## config.mk

```make
export PLATFORM = sky130hd
export DESIGN_NAME = spi_cpha1_slave
export DESIGN_NICKNAME = d
export VERILOG_FILES = /design/src/rtl/spi_slv_pkg.sv /design/src/rtl/spi_slv_sync.sv /design/src/rtl/spi_slv_edge.sv /design/src/rtl/spi_slv_shifter.sv /design/src/rtl/spi_cpha1_slave.sv
export SDC_FILE = /design/constraint.sdc
export NUM_CORES = 1
export LEC_CHECK = 0
export BUFFER_PORTS_ARGS = -buffer_cell sky130_fd_sc_hd__buf_2
export CAP_MARGIN = 20
export CORE_MARGIN = 1
export CORE_UTILIZATION = 55
export CTS_CLUSTER_DIAMETER = 40
export CTS_CLUSTER_SIZE = 40
export DETAILED_ROUTE_END_ITERATION = 7
export MAX_ROUTING_LAYER = met4
export PLACE_DENSITY_LB_ADDON = 0.25
export SLEW_MARGIN = 20
export SYNTH_ARGS = -nofsm -noshare
export SYNTH_HDL_FRONTEND = slang
export SYNTH_HIERARCHICAL = 1
export SYNTH_SLANG_ARGS = --single-unit
```

## constraint.sdc

```tcl
create_clock -name clk -period 1.7 [get_ports clk]
set_input_delay 0.085 -clock clk [delete_from_list [all_inputs] [get_ports clk]]
set_output_delay 0.085 -clock clk [all_outputs]
set_load 0.005 [all_outputs]
```

## src/rtl/spi_slv_pkg.sv

```systemverilog
`timescale 1ns/1ps
// Package: shared constants and types for the phase-one SPI slave.
// Assumes: one byte per transfer; bit order is chosen per transfer.
package spi_slv_pkg;
    localparam int BYTE_W = 8;

    typedef enum logic {
        ORDER_MSB = 1'b0,
        ORDER_LSB = 1'b1
    } order_e;
endpackage

```

## src/rtl/spi_slv_sync.sv

```systemverilog
`timescale 1ns/1ps
// Module: spi_slv_sync
// Brings a group of asynchronous inputs into the clk domain through a
// chain of STAGES flops.
// Assumes: each bit is independently asynchronous, and STAGES >= 1.
module spi_slv_sync #(
    parameter int               WIDTH   = 3,
    parameter int               STAGES  = 2,
    parameter logic [WIDTH-1:0] RST_VAL = '0
) (
    input  logic             clk,
    input  logic             rst_n,
    input  logic [WIDTH-1:0] d,
    output logic [WIDTH-1:0] q
);
    localparam int CHAIN_W = WIDTH * STAGES;

    logic [CHAIN_W-1:0] chain;

    generate
        if (STAGES == 1) begin : g_single
            // Purpose: single capture flop.
            always_ff @(posedge clk) begin
                if (!rst_n) chain <= RST_VAL;
                else        chain <= d;
            end
        end else begin : g_multi
            // Purpose: shift the inputs through the flop chain.
            always_ff @(posedge clk) begin
                if (!rst_n) chain <= {STAGES{RST_VAL}};
                else        chain <= {chain[CHAIN_W-WIDTH-1:0], d};
            end
        end
    endgenerate

    assign q = chain[CHAIN_W-1 -: WIDTH];
endmodule

```

## src/rtl/spi_slv_edge.sv

```systemverilog
`timescale 1ns/1ps
// Module: spi_slv_edge
// Finds serial clock edges in the clk domain and classifies them by
// polarity. A leading edge leaves the idle level (the launch edge in
// phase one). A trailing edge returns to the idle level (the capture edge).
// Assumes: sclk_s is already synchronised and cpol is stable during a transfer.
module spi_slv_edge (
    input  logic clk,
    input  logic rst_n,
    input  logic sclk_s,
    input  logic cpol,
    output logic drive_ev,
    output logic sample_ev
);
    logic sclk_prev;

    // Purpose: remember last cycle's synchronised serial clock level.
    always_ff @(posedge clk) begin
        if (!rst_n) sclk_prev <= 1'b0;
        else        sclk_prev <= sclk_s;
    end

    assign drive_ev  = (sclk_s != cpol) && (sclk_prev == cpol);
    assign sample_ev = (sclk_s == cpol) && (sclk_prev != cpol);
endmodule

```

## src/rtl/spi_slv_shifter.sv

```systemverilog
`timescale 1ns/1ps
// Module: spi_slv_shifter
// Holds the transmit byte, shifts it out on leading edges, assembles the
// received byte on trailing edges and raises a one-cycle valid strobe.
// Assumes: event inputs are one-cycle pulses in the clk domain, and
// ss_s high means the slave is not selected.
module spi_slv_shifter
    import spi_slv_pkg::*;
#(
    parameter int DATA_W = BYTE_W
) (
    input  logic              clk,
    input  logic              rst_n,
    input  logic              ss_s,
    input  logic              mosi_s,
    input  logic              drive_ev,
    input  logic              sample_ev,
    input  logic              lsb_first,
    input  logic [DATA_W-1:0] tx_data,
    input  logic              tx_load,
    output logic [DATA_W-1:0] rx_data,
    output logic              rx_valid,
    output logic              miso_q
);
    localparam int              CNT_W    = $clog2(DATA_W);
    localparam logic [CNT_W-1:0] LAST_BIT = CNT_W'(DATA_W - 1);

    order_e            order;
    logic [DATA_W-1:0] tx_hold;
    logic [DATA_W-1:0] tx_sh;
    logic [DATA_W-1:0] tx_cur;
    logic [DATA_W-1:0] rx_sh;
    logic [DATA_W-1:0] rx_next;
    logic [CNT_W-1:0]  bit_cnt;

    assign order = order_e'(lsb_first);

    // Purpose: the first bit of a transfer comes from the holding register.
    assign tx_cur = (bit_cnt == '0) ? tx_hold : tx_sh;

    // Purpose: received byte after inserting the current MOSI bit.
    assign rx_next = (order == ORDER_LSB) ? {mosi_s, rx_sh[DATA_W-1:1]}
                                          : {rx_sh[DATA_W-2:0], mosi_s};

    // Purpose: capture the host's next transmit byte.
    always_ff @(posedge clk) begin
        if (!rst_n)       tx_hold <= '0;
        else if (tx_load) tx_hold <= tx_data;
    end

    // Purpose: shift both directions, count bits, abort on deselect.
    always_ff @(posedge clk) begin
        if (!rst_n) begin
            tx_sh    <= '0;
            rx_sh    <= '0;
            bit_cnt  <= '0;
            miso_q   <= 1'b0;
            rx_data  <= '0;
            rx_valid <= 1'b0;
        end else begin
            rx_valid <= 1'b0;
            if (ss_s) begin
                bit_cnt <= '0;
                rx_sh   <= '0;
                miso_q  <= 1'b0;
            end else begin
                if (drive_ev) begin
                    if (order == ORDER_LSB) begin
                        miso_q <= tx_cur[0];
                        tx_sh  <= tx_cur >> 1;
                    end else begin
                        miso_q <= tx_cur[DATA_W-1];
                        tx_sh  <= tx_cur << 1;
                    end
                end
                if (sample_ev) begin
                    rx_sh <= rx_next;
                    if (bit_cnt == LAST_BIT) begin
                        rx_data  <= rx_next;
                        rx_valid <= 1'b1;
                        bit_cnt  <= '0;
                    end else begin
                        bit_cnt <= bit_cnt + 1'b1;
                    end
                end
            end
        end
    end

    AST_VALID_PULSE: assert property (@(posedge clk) disable iff (!rst_n)
        rx_valid |=> !rx_valid);
    AST_DESELECT_CLEARS: assert property (@(posedge clk) disable iff (!rst_n)
        ss_s |=> (bit_cnt == '0));
    AST_VALID_WHILE_SELECTED: assert property (@(posedge clk) disable iff (!rst_n)
        rx_valid |-> $past(!ss_s));
    AST_MISO_HOLD: assert property (@(posedge clk) disable iff (!rst_n)
        (!drive_ev && !ss_s) |=> $stable(miso_q));
endmodule

```

## src/rtl/spi_cpha1_slave.sv

```systemverilog
`timescale 1ns/1ps
// Module: spi_cpha1_slave
// Top of the phase-one SPI slave: synchronisers, edge classifier and
// shifter. MISO is enabled while synchronised slave select is low.
// Assumes: clk runs at least four times the serial clock rate, and cpol
// and lsb_first change only while slave select is high.
module spi_cpha1_slave
    import spi_slv_pkg::*;
#(
    parameter int DATA_W      = BYTE_W,
    parameter int SYNC_STAGES = 2
) (
    input  logic              clk,
    input  logic              rst_n,
    input  logic              sclk_in,
    input  logic              ss_n_in,
    input  logic              mosi_in,
    input  logic              cpol,
    input  logic              lsb_first,
    input  logic [DATA_W-1:0] tx_data,
    input  logic              tx_load,
    output logic [DATA_W-1:0] rx_data,
    output logic              rx_valid,
    output logic              miso,
    output logic              miso_oe
);
    localparam int PIN_W = 3;

    logic [PIN_W-1:0] pins_s;
    logic             sclk_s;
    logic             ss_s;
    logic             mosi_s;
    logic             drive_ev;
    logic             sample_ev;
    logic             miso_q;

    spi_slv_sync #(
        .WIDTH   (PIN_W),
        .STAGES  (SYNC_STAGES),
        .RST_VAL (3'b010)
    ) u_sync (
        .clk   (clk),
        .rst_n (rst_n),
        .d     ({mosi_in, ss_n_in, sclk_in}),
        .q     (pins_s)
    );

    assign sclk_s = pins_s[0];
    assign ss_s   = pins_s[1];
    assign mosi_s = pins_s[2];

    spi_slv_edge u_edge (
        .clk       (clk),
        .rst_n     (rst_n),
        .sclk_s    (sclk_s),
        .cpol      (cpol),
        .drive_ev  (drive_ev),
        .sample_ev (sample_ev)
    );

    spi_slv_shifter #(
        .DATA_W (DATA_W)
    ) u_shift (
        .clk       (clk),
        .rst_n     (rst_n),
        .ss_s      (ss_s),
        .mosi_s    (mosi_s),
        .drive_ev  (drive_ev),
        .sample_ev (sample_ev),
        .lsb_first (lsb_first),
        .tx_data   (tx_data),
        .tx_load   (tx_load),
        .rx_data   (rx_data),
        .rx_valid  (rx_valid),
        .miso_q    (miso_q)
    );

    // Purpose: pad enable follows synchronised slave select.
    assign miso_oe = ~ss_s;
    assign miso    = miso_q;

    AST_MISO_QUIET: assert property (@(posedge clk) disable iff (!rst_n)
        (!miso_oe && $past(!miso_oe)) |-> !miso);
    AST_OE_OFF_NO_VALID: assert property (@(posedge clk) disable iff (!rst_n)
        (!miso_oe && $past(!miso_oe)) |-> !rx_valid);
endmodule

```

==> flow_summary.yaml, run 1 <==
sta:
  drv_slew: 0
  tightest_slew_ns: 0.480
  setup_tns_ns: 0
  period_minus_slack_ns: 1.52
  timing.final.crit_share: 0.893
  relSlewSlack: 0.680
  fmax_ghz: 0.659
  rsz0062_at_grt: "no"
  skew_ns: 0.00775
  hold_viol_final: 0
  fin_worst_hold_slack_ns: 0.0207
  finalSetupViolations: 0
critical_path:
  worst_r2r_endpoint: "u_shift/tx_sh[7]$_SDFFE_PN0P_"
  crit_chain: "inv_1 -> ha_1 -> nor2b_2 -> buf_4 -> mux2i_1 -> o31ai_1 -> and2_1"
  cp_slowest_cell: "dfxtp_1"
  cp-end-kind: "flip-flop"
  reg2reg_depth: 7
  critPathArrivalTime_ns: 1.78
  startpoint: "u_shift/bit_cnt[0]$_SDFFE_PP0P_"
  timing.rr.start: "u_shift/bit_cnt[0]$_SDFFE_PP0P_"
  critPathLaunchType: "flip-flop"
  critical_path.max_fanout: 8
  rrSetupSlack_ns: 0.18
  slowest_delay_ns: 0.40
  worstPathRequired_ns: 1.96
  crit_path_end: "u_shift/tx_sh[7]$_SDFFE_PN0P_"
  critPathKind: "reg2reg"
final_layout:
  fill_cells: 255
  layout-drive-gt1-share: 0.192
  area_growth_pct: 16.6
  fin_nets: 231
  diodes: 0
floorplan:
  fp.dieH_um: 59.8
  start_util: 0.592
  rows: 20
  dieArea_um2: 3570
  io_pins: 27
  coreArea_um2: 3100
  die_w_um: 59.8
global_routing:
  grt_antenna_before_repair: 0
  grt_pass1_vias: 1327
  grt-ovfl-total: 0
  grt_max_degree: 22
  grtUsageTotal: 0.226
  grt_pass1_wl_um: 5710
clock_network:
  cts-root-buf: "clkbuf_4"
  cts_tree: "done"
  cts_buffers: 5
  clk_pin_slew_ns: 0.12
  cts_max_path_buffers: 2
  cts_sinks: 44
  htreeDepth: 2
  clkLatencyLatePin_ns: 0.35
logic_synthesis:
  synth_cells: 179
  syn_area_um2: 1840
  synth-seq-area-share: 0.480
  synth_fp_nets: 198
  synth-edff-count: 0
  ys_warn_count: 6
  yosysMostFrequentCell: "dfxtp_1"
  ys_top_cells_by_count: "dfxtp_1 (44), mux2i_1 (29), nand2_1 (13), nor2_1 (12), nor2b_1 (10)"
  synth_area_leaders: "dfxtp_1 (48%), mux2i_1 (16%), o211a_1 (4.4%)"
  synth_top_area_frac: 0.480
  synthFlopType: "dfxtp_1"
  ys_seq_elements: 44
  async_reset_ff_frac: 0
  avgSynthCellArea_um2: 10.3
  synth_largest_area_cell: "dfxtp_1"
  synth.distinct_cells: 23
place:
  port_buffers: 26
  post-dp-hpwl_um: 2380
  gp_congestion: 0.829
detailed_routing:
  routed_via_density: 5.33
  vias: 1371
  drt_iter0_markers: 73
  route.detailed.drc: 0
  firstDrtPassIters: 4
  wire_per_inst_um: 13.2
  drt-total-wl_um: 3380
  postRouteAntennaNets: 0
power_and_ir_drop:
  ir_drop_v: 0.000557
  p_per_area_nw_per_um2: 803
  leakagePower_nw: 1.02
outcome:
  status: "finished clean"
flow_run:
  drv_cap: 0
worst_hold_path:
  hold_path.class: "in2reg"
## through the flow
step           power (mW)  worst slack [ns]  utilization  instance area, um^2  std cells
3_5_place_dp         1.19             0.137        0.636                 1970        239
6_report             1.72             0.182        0.690                 2140        257
2_1_floorplan        1.16             0.189            -                 1840        179
5_1_grt              1.79           0.00519        0.690                 2140        257
4_1_cts              1.73             0.128        0.688                 2140        257
3_3_place_gp         1.19             0.206        0.636                 1970        239
## worst min-delay path by stage
stage,cells after the start,from,endpoint
4_1_cts,3,tx_data[7],u_shift/tx_hold[7]$_SDFFE_PN0P_
6_report,3,tx_data[7],u_shift/tx_hold[7]$_SDFFE_PN0P_
3_5_place_dp,2,ss_n_in,u_sync/chain[1]$_SDFF_PN1_
5_1_grt,3,tx_data[7],u_shift/tx_hold[7]$_SDFFE_PN0P_
3_3_place_gp,2,ss_n_in,u_sync/chain[1]$_SDFF_PN1_
2_1_floorplan,1,rst_n,u_sync/chain[1]$_SDFF_PN1_
## layout by cell type (no fill, tap or decap)
master,synthesis,final
clkbuf_1,4,1
nand3_1,7,7
o211a_1,8,8
a21boi_1,1,1
nor2_1,12,12
inv_1,4,4
mux4_2,1,1
clkbuf_4,0,5
dfxtp_1,44,44
dlygate4sd3_1,0,10
buf_2,6,26
clkinvlp_4,0,1
o31ai_1,2,2
mux2i_1,29,29
nor2_2,1,1
a211oi_1,8,8
nand2_1,13,13
clkbuf_8,0,1
buf_4,3,4
o22a_1,1,1
and2_1,8,8
nand2b_1,7,7
nor2b_1,10,8
ha_1,3,3
o21ai_0,1,1
o221ai_1,5,5
nor2b_2,0,2
## critical path, delay by kind of cell, from the launching register on
kind            cells  cell delay [ns]
mux                 1             0.22
compound gates      1             0.08
fa+ha+maj           1             0.18
flops               1             0.40
simple gates        2             0.32
buf+inv             2             0.24
## final cells by class
type | instances | area [um^2] | area share
clock buffers | 7 | 55.1 | 0.0257
clock inverters | 1 | 7.51 | 0.00351
inverters | 4 | 15.0 | 0.00701
multi-input cells | 117 | 867 | 0.405
flip-flops and latches | 44 | 881 | 0.411
well taps | 44 | 55.1 | 0.0257
repair buffers | 40 | 260 | 0.122
## timing repair
item	4_1_cts	5_1_grt
endpoints found under the setup margin	0	4
resized for setup	0	2
buffers inserted	0	0
endpoints found under the hold margin	10	0
hold buffers	10	0
## kinds of logic after synthesis
group,Yosys count,synth area share
flops,44,0.480
compound gates,26,0.120
buf+inv,18,0.0511
simple gates,58,0.159
mux,30,0.170
fa+ha+maj,3,0.0204
## sequential cells by signal, summed over array words and instances (netlist names)
register          flops
u_shift/rx_data       8
u_shift/rx_sh         8
u_shift/tx_hold       8
u_shift/tx_sh         8
u_sync/chain          6
u_shift/bit_cnt       3
u_edge/sclk_prev      1
u_shift/miso_q        1
u_shift/rx_valid      1
## power breakdown
part	switching [mW]	internal, mW	total [mW]
combinational	0.0596	0.0673	0.127
sequential	0.0118	1.05	1.06
clock	0.326	0.203	0.529
## per-layer routing
metal,global-route usage,part of all wire,wire (um),up-vias
li1,-,-,-,689
met1,0.244,0.44,1480,640
met2,0.381,0.50,1680,36
met3,0.0736,0.049,165,6
met4,0.0930,0.015,51,0
met5,-,0,0,-
No activity file was read; power rests on OpenSTA's default activity.
==> run 2, diff against run 1 <==
- clock period: 1.7 -> 1.6 ns (I/O delays scaled with it)
==> run 2 against run 1 <==
Die area did not move. Global-route usage stayed put. Worst hold slack worse by 0.0038 ns. Clock-buffer cell count did not move. Highest routed layer unchanged.
==> flow_summary.yaml, run 2 (synthesized netlist as in run 1, its figures left out) <==
detailed_routing:
  firstDrtPassIters: 4
  drt_iter0_markers: 65
  postRouteAntennaNets: 0
  vias: 1368
  wire_per_inst_um: 13.3
  route.detailed.drc: 0
  routed_via_density: 5.32
  drt-total-wl_um: 3420
floorplan:
  die_w_um: 59.8
  io_pins: 27
  dieArea_um2: 3570
  fp.dieH_um: 59.8
  start_util: 0.592
  coreArea_um2: 3100
  rows: 20
final_layout:
  final_util: 0.697
  final_cells: 257
  area_growth_pct: 17.8
  diodes: 0
  layout-drive-gt1-share: 0.207
  post-route-cell-area_um2: 2160
  fin_nets: 231
  final_cell_mix: "dfxtp_1 (44), mux2i_1 (28), buf_2 (26), nand2_1 (13), nor2_1 (12)"
  final_common_cell: "dfxtp_1"
sta:
  finalSetupViolations: 0
  relSlewSlack: 0.681
  drv_slew: 0
  tightest_slew_ns: 0.479
  hold_viol_final: 0
  rsz0062_at_grt: "yes"
  period_minus_slack_ns: 1.48
  skew_ns: 0.00804
  timing.final.crit_share: 0.927
  fin_worst_hold_slack_ns: 0.0169
  fmax_ghz: 0.674
  setup_tns_ns: 0
power_and_ir_drop:
  ir_drop_v: 0.000592
  leakagePower_nw: 1.02
  p_per_area_nw_per_um2: 844
global_routing:
  grt-ovfl-total: 0
  top_usage_layer: "met2"
  grt_max_degree: 22
  grtUsageMet1: 0.244
  use_met2: 0.381
  grtUsageTotal: 0.226
  grt_antenna_before_repair: 0
  grt_pass1_vias: 1327
  grt_pass1_wl_um: 5710
  grt_use_met3: 0.0736
clock_network:
  clk_pin_slew_ns: 0.12
  cts_max_path_buffers: 2
  cts_sinks: 44
  cts_buffers: 5
  htreeDepth: 2
  cts-root-buf: "clkbuf_4"
  cts_tree: "done"
  clkLatencyLatePin_ns: 0.35
  cts_setup_buffers: 0
critical_path:
  worstPathRequired_ns: 1.86
  cp-end-kind: "flip-flop"
  timing.rr.start: "u_shift/bit_cnt[0]$_SDFFE_PP0P_"
  critical_path.max_fanout: 8
  critPathKind: "reg2reg"
  critPathLaunchType: "flip-flop"
  worst_r2r_endpoint: "u_shift/tx_sh[7]$_SDFFE_PN0P_"
  critPathArrivalTime_ns: 1.74
  rrSetupSlack_ns: 0.12
  reg2reg_depth: 7
worst_hold_path:
  hp-start: "tx_data[7]"
  whs_endpoint: "u_shift/tx_hold[7]$_SDFFE_PN0P_"
  hold_path.class: "in2reg"
  hold_depth: 3
place:
  place_inst: 239
  gp_congestion: 0.829
  port_buffers: 26
  post-dp-hpwl_um: 2380
  placed_cell_area_um2: 1970
outcome:
  status: "finished clean"
flow_run:
  drv_cap: 0
-- run 2: cell count changes in the layout (fill, tap and decap cells not counted) --
cell     change
nor2b_4      +1
mux2i_2      +1
buf_6        +1
nor2b_2      -1
nand3_2      +2
buf_4        -1
nand3_1      -2
mux2i_1      -1
-- run 2: where the power goes --
part	switching [mW]	internal [mW]	total, mW
combinational	0.0648	0.0725	0.137
clock	0.344	0.215	0.559
sequential	0.0130	1.12	1.13
-- run 2: critical path, cell delays in order, from the launching register on --
cell	delay, ns
dfxtp_1	0.36
inv_1	0.06
ha_1	0.14
nor2b_4	0.17
buf_6	0.17
mux2i_1	0.26
o31ai_1	0.08
and2_1	0.16
-- run 2: worst max-delay path by stage --
stage / start / endpoint / slack (ns)
3_5_place_dp: u_shift/bit_cnt[0]$_SDFFE_PP0P_ / u_shift/tx_sh[0]$_SDFFE_PN0P_ / 0.04
4_1_cts: u_shift/bit_cnt[0]$_SDFFE_PP0P_ / u_shift/tx_sh[0]$_SDFFE_PN0P_ / 0.03
6_report: u_shift/bit_cnt[0]$_SDFFE_PP0P_ / u_shift/tx_sh[7]$_SDFFE_PN0P_ / 0.12
2_1_floorplan: u_shift/bit_cnt[0]$_SDFFE_PP0P_ / u_shift/tx_sh[6]$_SDFFE_PN0P_ / 0.09
5_1_grt: u_sync/chain[3]$_SDFF_PN0_ / u_shift/miso_q$_SDFFE_PP0P_ / -0.01
3_3_place_gp: u_shift/bit_cnt[0]$_SDFFE_PP0P_ / u_shift/miso_q$_SDFFE_PP0P_ / 0.11
-- run 2: metal layers --
layer / vias up / wire length [um] / share of wire
li1: 688 / - / -
met1: 645 / 1520 / 0.44
met2: 29 / 1710 / 0.50
met3: 6 / 148 / 0.043
met4: 0 / 51 / 0.015
met5: - / 0 / 0
-- run 2: area by class of cell --
| class | instances | area (um^2) |
|---|---|---|
| Multi-Input combinational cell | 117 | 886 |
| Clock buffer | 7 | 55.1 |
| Fill cell | 250 | 940 |
| Tap cell | 44 | 55.1 |
| Timing Repair Buffer | 40 | 264 |
| Clock inverter | 1 | 7.51 |
| Inverter | 4 | 15.0 |
| Sequential cell | 44 | 881 |
-- run 2: metrics by stage --
stage               setup slack, ns  power (mW)
floorplan                    0.0894        1.23
global placement              0.106        1.26
detailed placement           0.0372        1.27
CTS                          0.0283        1.84
global route                -0.0109        1.90
finish                        0.116        1.83
-- run 2: timing repair --
item                       4_1_cts  5_1_grt
hold buffers                    10        0
setup endpoints to repair        0       10
gates resized for setup          0        7
hold endpoints to repair        10        0
==> run 3, diff against run 2 <==
- CORE_MARGIN: 1 -> 2
- SETUP_SLACK_MARGIN: not set -> 0.3
==> run 3 against run 2 <==
Sequential share of layout area shrank 2.9 points. First-iteration DRC count grew 40%. Clock-buffer cell count grew 1. Critical path depth is the same. Die area grew 6.8%. Highest routed layer unchanged. Clock skew shrank 0.0037 ns. Power grew 1.5%. Wire length grew 20%.
==> flow_summary.yaml, run 3 (synthesized netlist as in run 1, its figures left out) <==
critical_path:
  worstPathRequired_ns: 1.83
  slowest_delay_ns: 0.35
  critical_path.max_fanout: 8
  critPathArrivalTime_ns: 1.74
  crit_family: "flip-flops"
  startpoint: "u_shift/bit_cnt[1]$_SDFFE_PP0P_"
  critPathLaunchType: "flip-flop"
  crit_chain: "inv_2 -> ha_4 -> nor2b_4 -> buf_12 -> mux2i_2 -> o22a_1 -> o21ai_1"
  critPathKind: "reg2reg"
  timing.rr.start: "u_shift/bit_cnt[1]$_SDFFE_PP0P_"
  rrSetupSlack_ns: 0.09
  cp_slowest_cell: "dfxtp_2"
  cp-end-kind: "flip-flop"
  path_buf_inv: 2
clock_network:
  clkLatencyLatePin_ns: 0.35
  htreeDepth: 2
  cts_buffers: 5
  cts_max_path_buffers: 2
  cts_tree: "done"
  cts_sinks: 44
  cts-root-buf: "clkbuf_4"
  clk_pin_slew_ns: 0.12
floorplan:
  io_pins: 27
  rows: 20
  start_util: 0.592
  die_w_um: 61.8
  dieArea_um2: 3820
  fp.dieH_um: 61.8
  coreArea_um2: 3100
detailed_routing:
  met3_length_um: 231
  route.detailed.drc: 0
  wl_met2_um: 2120
  met1_length_um: 1660
  firstDrtPassIters: 4
  postRouteAntennaNets: 0
  drt_iter0_markers: 91
  top_layer_used: "met4"
  wire_per_inst_um: 15.6
  routed_via_density: 5.50
  vias: 1446
  drt-total-wl_um: 4090
power_and_ir_drop:
  p_per_area_nw_per_um2: 789
  leakagePower_nw: 1.03
  ir_drop_v: 0.000574
sta:
  hold_viol_final: 0
  skew_ns: 0.00433
  timing.final.crit_share: 0.943
  fmax_ghz: 0.663
  period_minus_slack_ns: 1.51
  tightest_slew_ns: 0.474
  rsz0062_at_grt: "yes"
  setup_tns_ns: 0
  drv_slew: 0
  finalSetupViolations: 0
  relSlewSlack: 0.684
final_layout:
  diodes: 0
  post-route-cell-area_um2: 2350
  area_growth_pct: 27.9
  layout-drive-gt1-share: 0.315
  final_common_cell: "dfxtp_1"
  fin_nets: 237
  final_cell_mix: "dfxtp_1 (40), buf_2 (26), mux2i_1 (21), nor2_1 (12), nand2_1 (12)"
outcome:
  status: "finished clean"
global_routing:
  grtUsageTotal: 0.244
  grt_antenna_before_repair: 0
  grt_pass1_vias: 1408
  grt-ovfl-total: 0
  grt_pass1_wl_um: 6420
  grt_max_degree: 21
place:
  port_buffers: 26
  post-dp-hpwl_um: 2470
  placed_cell_area_um2: 2030
  gp_congestion: 0.812
worst_hold_path:
  hold_path.class: "in2reg"
  hp-start: "tx_data[0]"
flow_run:
  drv_cap: 0
run 3: layout make-up:
| type | instances | area, um^2 |
|---|---|---|
| tap | 44 | 55.1 |
| timing repair buffer | 45 | 314 |
| sequential | 44 | 888 |
| inverter | 4 | 15.0 |
| clock buffer | 8 | 58.8 |
| fill | 227 | 753 |
| multi-input combinational | 118 | 1020 |
run 3: path summary, 6_finish.rpt:
| kind | endpoint | cells past startpoint |
|---|---|---|
| worst min register to register | u_sync/chain[4]$_SDFF_PN1_ | 1 |
| worst max-delay path | u_shift/miso_q$_SDFFE_PP0P_ | 7 |
| worst min-delay path | u_shift/tx_hold[0]$_SDFFE_PN0P_ | 3 |
| worst max register to register | u_shift/miso_q$_SDFFE_PP0P_ | 7 |
run 3: worst reg2reg max path, stage by stage (launching register included):
cell and delay [ns]:
dfxtp_2 0.35, inv_2 0.06, ha_4 0.12, nor2b_4 0.18
buf_12 0.17, mux2i_2 0.24, o22a_1 0.18, o21ai_1 0.09
run 3: repair_timing:
action | 4_1_cts | 5_1_grt
setup endpoints to repair | 28 | 29
endpoints found under the hold margin | 10 | 0
hold buffers | 10 | 0
pin swaps | 4 | 4
gates resized for setup | 14 | 11
cloned | 0 | 1
setup buffers | 2 | 3
run 3: where the power goes:
group | total [mW] | switching, mW | internal, mW
logic | 0.161 | 0.0741 | 0.0873
clock network | 0.558 | 0.340 | 0.217
registers | 1.13 | 0.0190 | 1.12
run 3: through the flow:
stage	hold WS (ns)	utilization	worst slack (ns)	instances	total power [mW]
2_1_floorplan	0.153	-	0.143	179	1.24
3_3_place_gp	0.262	0.655	0.160	239	1.27
3_5_place_dp	0.263	0.655	0.122	239	1.27
4_1_cts	0.00976	0.733	0.144	259	1.85
5_1_grt	0.0345	0.757	0.0554	263	1.92
6_report	0.0125	0.757	0.0906	263	1.85
run 3: per-layer routing:
metal,track usage,up-vias
met5,-,-
met4,0.0851,0
met3,0.0663,9
met2,0.433,48
met1,0.261,686
li1,-,703
